[src/rtl/brg_pkg.sv]
package brg_pkg;
  // prescale counter width covers the largest factor (64)
  localparam int PRE_W = 6;

  // log2 of the prescale factor chosen by the mode inputs
  function automatic logic [2:0] pre_shift(input logic sync_mode,
                                           input logic wide_en,
                                           input logic hi_speed);
    if (sync_mode)    return 3'd2;
    else if (wide_en) return hi_speed ? 3'd2 : 3'd4;
    else              return hi_speed ? 3'd4 : 3'd6;
  endfunction
endpackage

[src/rtl/brg_mode_dec.sv]
module brg_mode_dec #(
  parameter int HALF_W = 8,
  localparam int DIV_W = 2 * HALF_W
) (
  input  logic             sync_mode,
  input  logic             wide_en,
  input  logic             hi_speed,
  input  logic [DIV_W-1:0] div_reg,
  output logic [2:0]       pre_sh,
  output logic [DIV_W-1:0] n_eff
);
  import brg_pkg::*;

  assign pre_sh = pre_shift(sync_mode, wide_en, hi_speed);
  assign n_eff  = wide_en ? div_reg : {{HALF_W{1'b0}}, div_reg[HALF_W-1:0]};
endmodule

[src/rtl/brg_divider.sv]
module brg_divider #(
  parameter int DIV_W = 16
) (
  input  logic             clk,
  input  logic             rst,
  input  logic             load,
  input  logic [DIV_W-1:0] n_eff,
  input  logic [2:0]       pre_sh,
  output logic             bit_tick
);
  import brg_pkg::*;

  logic [PRE_W-1:0] pre_cnt;
  logic [DIV_W-1:0] dcnt;
  logic [PRE_W:0]   one_sh;
  logic [PRE_W:0]   lim_full;
  logic [PRE_W-1:0] pre_lim;

  assign one_sh   = {{PRE_W{1'b0}}, 1'b1} << pre_sh;
  assign lim_full = one_sh - {{PRE_W{1'b0}}, 1'b1};
  assign pre_lim  = lim_full[PRE_W-1:0];

  always_ff @(posedge clk) begin
    if (rst) begin
      pre_cnt  <= '0;
      dcnt     <= '0;
      bit_tick <= 1'b0;
    end else begin
      bit_tick <= 1'b0;
      if (load) begin
        pre_cnt <= '0;
        dcnt    <= n_eff;
      end else if (pre_cnt >= pre_lim) begin
        pre_cnt <= '0;
        if (dcnt == '0) begin
          bit_tick <= 1'b1;
          dcnt     <= n_eff;
        end else begin
          dcnt <= dcnt - 1'b1;
        end
      end else begin
        pre_cnt <= pre_cnt + 1'b1;
      end
    end
  end
endmodule

[src/rtl/brg_abd.sv]
module brg_abd #(
  parameter int DIV_W = 16,
  localparam int MEAS_W = DIV_W + 9
) (
  input  logic             clk,
  input  logic             rst,
  input  logic             arm,
  input  logic             rx_in,
  input  logic [2:0]       pre_sh,
  output logic             busy,
  output logic             ovf,
  output logic             wb_valid,
  output logic [DIV_W-1:0] wb_data
);
  logic              rx_s1, rx_s2, rx_prev;
  logic              started;
  logic [2:0]        edge_cnt;
  logic [MEAS_W-1:0] meas;
  logic              fall;
  logic [3:0]        sh;
  logic [MEAS_W-1:0] quo, quo_m1;
  logic [DIV_W-1:0]  scaled;

  assign fall = rx_prev & ~rx_s2;

  // scale the 8-bit-time count to the current prescale factor
  always_comb begin
    sh     = {1'b0, pre_sh} + 4'd3;
    quo    = meas >> sh;
    quo_m1 = (quo == '0) ? '0 : quo - 1'b1;
    scaled = (|quo_m1[MEAS_W-1:DIV_W]) ? '1 : quo_m1[DIV_W-1:0];
  end

  always_ff @(posedge clk) begin
    if (rst) begin
      rx_s1    <= 1'b1;
      rx_s2    <= 1'b1;
      rx_prev  <= 1'b1;
      busy     <= 1'b0;
      ovf      <= 1'b0;
      started  <= 1'b0;
      edge_cnt <= '0;
      meas     <= '0;
      wb_valid <= 1'b0;
      wb_data  <= '0;
    end else begin
      rx_s1    <= rx_in;
      rx_s2    <= rx_s1;
      rx_prev  <= rx_s2;
      wb_valid <= 1'b0;
      if (arm && !busy) begin
        busy     <= 1'b1;
        ovf      <= 1'b0;
        started  <= 1'b0;
        edge_cnt <= '0;
        meas     <= '0;
      end else if (busy) begin
        if (!started) begin
          if (fall) begin
            started  <= 1'b1;
            meas     <= {{(MEAS_W-1){1'b0}}, 1'b1};
            edge_cnt <= 3'd1;
          end
        end else if (fall && edge_cnt == 3'd4) begin
          busy     <= 1'b0;
          wb_valid <= 1'b1;
          wb_data  <= scaled;
        end else begin
          if (fall) edge_cnt <= edge_cnt + 1'b1;
          if (meas == '1) begin
            ovf  <= 1'b1;
            busy <= 1'b0;
          end else begin
            meas <= meas + 1'b1;
          end
        end
      end
    end
  end
endmodule

[src/rtl/brg_autobaud.sv]
module brg_autobaud #(
  parameter int HALF_W = 8,
  localparam int DIV_W = 2 * HALF_W
) (
  input  logic             clk,
  input  logic             rst,
  input  logic             sync_mode,
  input  logic             wide_en,
  input  logic             hi_speed,
  input  logic             div_wr,
  input  logic [DIV_W-1:0] div_wdata,
  input  logic             abd_req,
  input  logic             rx_in,
  output logic             bit_tick,
  output logic             abd_busy,
  output logic             abd_ovf,
  output logic [DIV_W-1:0] div_value
);
  logic [DIV_W-1:0] div_reg;
  logic [DIV_W-1:0] n_eff;
  logic [DIV_W-1:0] wb_data;
  logic [2:0]       pre_sh;
  logic             wb_valid;
  logic             load_q;

  always_ff @(posedge clk) begin
    if (rst) begin
      div_reg <= '0;
      load_q  <= 1'b0;
    end else begin
      load_q <= div_wr | wb_valid;
      if (div_wr)        div_reg <= div_wdata;
      else if (wb_valid) div_reg <= wb_data;
    end
  end

  assign div_value = div_reg;

  brg_mode_dec #(.HALF_W(HALF_W)) u_dec (
    .sync_mode (sync_mode),
    .wide_en   (wide_en),
    .hi_speed  (hi_speed),
    .div_reg   (div_reg),
    .pre_sh    (pre_sh),
    .n_eff     (n_eff)
  );

  brg_divider #(.DIV_W(DIV_W)) u_div (
    .clk      (clk),
    .rst      (rst),
    .load     (load_q),
    .n_eff    (n_eff),
    .pre_sh   (pre_sh),
    .bit_tick (bit_tick)
  );

  brg_abd #(.DIV_W(DIV_W)) u_abd (
    .clk      (clk),
    .rst      (rst),
    .arm      (abd_req),
    .rx_in    (rx_in),
    .pre_sh   (pre_sh),
    .busy     (abd_busy),
    .ovf      (abd_ovf),
    .wb_valid (wb_valid),
    .wb_data  (wb_data)
  );
endmodule

[config.mk]
export PLATFORM = sky130hd
export DESIGN_NAME = brg_autobaud
export DESIGN_NICKNAME = d
export VERILOG_FILES = /design/src/rtl/brg_pkg.sv /design/src/rtl/brg_mode_dec.sv /design/src/rtl/brg_divider.sv /design/src/rtl/brg_abd.sv /design/src/rtl/brg_autobaud.sv
export SDC_FILE = /design/constraint.sdc
export NUM_CORES = 1
export LEC_CHECK = 0
export CELL_PAD_IN_SITES_DETAIL_PLACEMENT = 0
export CELL_PAD_IN_SITES_GLOBAL_PLACEMENT = 1
export CORE_ASPECT_RATIO = 1.25
export CORE_MARGIN = 3
export CORE_UTILIZATION = 30
export CTS_BUF_LIST = sky130_fd_sc_hd__clkbuf_4
export CTS_CLUSTER_DIAMETER = 150
export DETAILED_ROUTE_END_ITERATION = 12
export DONT_BUFFER_PORTS = 1
export PLACE_DENSITY = 0.56
export REMOVE_ABC_BUFFERS = 1
export SLEW_MARGIN = 20
export SYNTH_ARGS = -nofsm -noshare
export SYNTH_HDL_FRONTEND = slang
export SYNTH_SLANG_ARGS = --single-unit
[constraint.sdc]
create_clock -name clk -period 4.25 [get_ports clk]
set_input_delay 0.85 -clock clk [delete_from_list [all_inputs] [get_ports clk]]
set_output_delay 0.85 -clock clk [all_outputs]
set_load 0.02 [all_outputs]
==> results.cfg <==
[floorplan]
die_h_um = 162.3
core_region_area_mm2 = 0.01899
io_pins = 43
dieWidth_um = 131.1
rows = 56
dieArea_mm2 = 0.02127
initial_core_util_pct = 30.88

[route]
vias_per_cell = 5.401
drc = 0
vias = 5304
first_pass_iters = 5
drt_iter0_drc = 402
drt-total-wl_um = 16760
wire_per_inst_um = 17.07
antenna_left = 0

[clock_network]
cts_setup_buffers = 0
cts_resized = 0
cts-root-buf = clkbuf_4
cts_hold_buf = 0
cts_tree = yes
htreeDepth = 3
cts_buffer_depth = 2
clk_latency_ns = 0.47
clock_sinks = 91
cts_buffers = 9
clkTransAtPathRegs_ns = 0.15

[setup_path]
reg2regPathDepth = 8
critPathMaxFanout = 16
crit_family = simple AND/OR/NAND/NOR gates
critPathSlowestCell = nor4b_4
worstSetupPathDepth = 14
cp-end-kind = flip-flop
cp_common_cell = nor2_1
crit_buf_inv = 1
start_kind = input port
crit_chain = ha_1 > nand2b_1 > buf_4 > nor2_1 > a21oi_1 > nor2_1 > nor2_1 > ha_1 > nor4b_4 > nand3_2 > o22a_1 > a21o_1 > o211a_4 > a311oi_1
worstSetupPathType = in2reg
cp.required_ns = 4.62
cp.arrival_ns = 4.05
cp_slowest_stage_delay_ns = 0.42

[placed_design]
placement.io_buffers = 0
place_hpwl_um = 12570
pre_cts_slack_ns = 0.08292
gp_congestion = 0.8239

[synth]
yosysWarnings = 0
ys_seq_elements = 91
synth_edf_count = 0
syn_inst = 745
synth_top_area_share_pct = 31.06
ys_top_cells_by_area = dfxtp_1, nor2_1, a21oi_1
yosysSeqAreaShare_pct = 31.06
yosysTopAreaCell = dfxtp_1
synth_cell_type_count = 68
synthFlopType = dfxtp_1
async_reset_ff_share_pct = 0
postSynthAreaPerCell_um2 = 7.872
synth.cell_area_mm2 = 0.005864

[finish]
drive_gt1_share_pct = 10.40
layout.nets = 754
fin_util_pct = 32.83
n_antenna_cell = 0
multiInputGateArea_mm2 = 0.003734
regArea_mm2 = 0.001822
fillCellCount = 2044
areaGrowthSynthToFinish_pct = 6.294

[status]
status = completed

[worst_hold_path]
hp-class = reg2reg
hold_path_depth = 1

[power_and_ir_drop]
pwr_density_cell_mw_per_mm2 = 348.6
p_leak_nw = 2.149
peakVddDrop_uv = 120.7
finalPower_mw = 2.173

[global_routing]
antenna_found_initial = 0
grt_overflow = 0
grt_pass1_wl_um = 27370
grt_util_all_layers_pct = 16.03
first_global_vias = 5224
grt_max_degree = 52

[sta]
relSlewSlack_pct = 32.40
maxSlewViolCount = 0
setup_viol_count_final = 0
finalWorstSetupSlack_ns = 0.5668
finalCriticalPeriod_ns = 3.683
rsz0062_at_grt = no
fmax_ghz = 0.2715
fin_crit_sh_pct = 86.66
finalClockSkew_ns = 0.02127
hold_viol_final = 0
worstMarginPinSlew_ns = 1.013

[job]
maxCapViolCount = 0
-- sequential cells by signal (all words and copies together) (netlist names), 3 cells and up --
register and flops:
u_abd.edge_cnt 3, u_abd.wb_data 16, u_div.dcnt 16, u_abd.meas 25, u_div.pre_cnt 6, div_value 16
-- cell type report --
class | count | share of cell area [%]
multi-input combinational | 579 | 59.90
clock buffer | 9 | 1.084
inverter | 15 | 0.9033
clock inverter | 6 | 0.9233
sequential | 91 | 29.23
timing repair buffer | 21 | 2.730
tap | 261 | 5.239
-- worst paths after layout --
kind	start	end	slack [ns]
max	wide_en	u_abd.wb_data[5]$_SDFFE_PP0P_	0.57
min	u_abd.rx_s1$_SDFF_PP1_	u_abd.rx_s2$_SDFF_PP1_	0.44
min reg2reg	u_abd.rx_s1$_SDFF_PP1_	u_abd.rx_s2$_SDFF_PP1_	0.44
max reg2reg	u_abd.meas[15]$_SDFFE_PP0P_	u_abd.wb_data[5]$_SDFFE_PP0P_	1.13
-- logic make-up after synthesis --
family | Yosys count | synth area share (%)
buffers and inverters | 75 | 5.334
adders and majority gates | 13 | 2.774
AOI/OAI and AO/OA | 177 | 20.99
muxes | 39 | 9.025
DFF | 91 | 31.06
and+or+nand+nor | 317 | 25.88
xor gates and xnor gates | 33 | 4.929
-- cell usage after synthesis, drive strengths merged, types with 2 or more instances --
library cell,instances
nor2,138
dfxtp,91
a21oi,73
nand2,53
clkbuf,48
nor3,31
mux2i,27
o21ai,25
nand3,23
xnor2,18
a311oi,16
inv,15
xor2,15
ha,13
buf,12
or3,12
mux4,11
a21o,8
a211oi,7
and3,7
or2,7
and2,6
nor4,6
nor4b,6
a31oi,5
nor2b,5
nor3b,5
and4,4
nand2b,4
nand4,4
o2111ai,4
o211ai,4
a32o,3
o21a,3
o21bai,3
o22ai,3
o31ai,3
o32ai,3
a211o,2
a221oi,2
a22oi,2
o221a,2
or4b,2
-- layout by cell type, fill, tap and decap left out, types with 13 or more instances in the layout --
cell,netlist,routed
o21ai_0,25,25
dfxtp_1,91,91
xor2_1,15,15
xnor2_1,18,18
ha_1,13,13
buf_4,2,20
mux2i_1,27,27
nand3_1,22,22
a21oi_1,73,73
inv_1,15,15
nor3_1,30,30
nor2_1,137,137
nand2_1,53,53
-- report_power, final --
part	switching [mW]	internal [mW]	total (mW)
clock	0.309	0.172	0.481
combinational	0.458	0.271	0.729
sequential	0.0620	0.901	0.963
-- through the flow --
step                area, µm²  setup TNS, ns  hold WS (ns)  std cells
floorplan                5608         -1.887        0.3895        685
global placement         6108              0        0.3949        967
detailed placement       6108              0        0.4007        967
CTS                      6233              0        0.3960        982
global route             6233              0        0.3860        982
finish                   6233              0        0.4358        982
-- worst register-to-register path, stage by stage (launching register included) --
cell,delay (ns)
dfxtp_1,0.48
or4b_2,0.72
or3_1,0.34
o31ai_1,0.19
o211ai_1,0.24
o22a_1,0.24
a21o_1,0.18
o211a_4,0.33
a311oi_1,0.30
-- layer usage --
metal / up-vias / part of all wire [%] / track usage [%]
met5: - / 0 / 0
met4: 0 / 2.1 / 5.005
met3: 19 / 4.7 / 3.158
met2: 118 / 51 / 28.07
met1: 2560 / 43 / 19.49
li1: 2607 / - / -
Power figures use the tool's default switching activity.
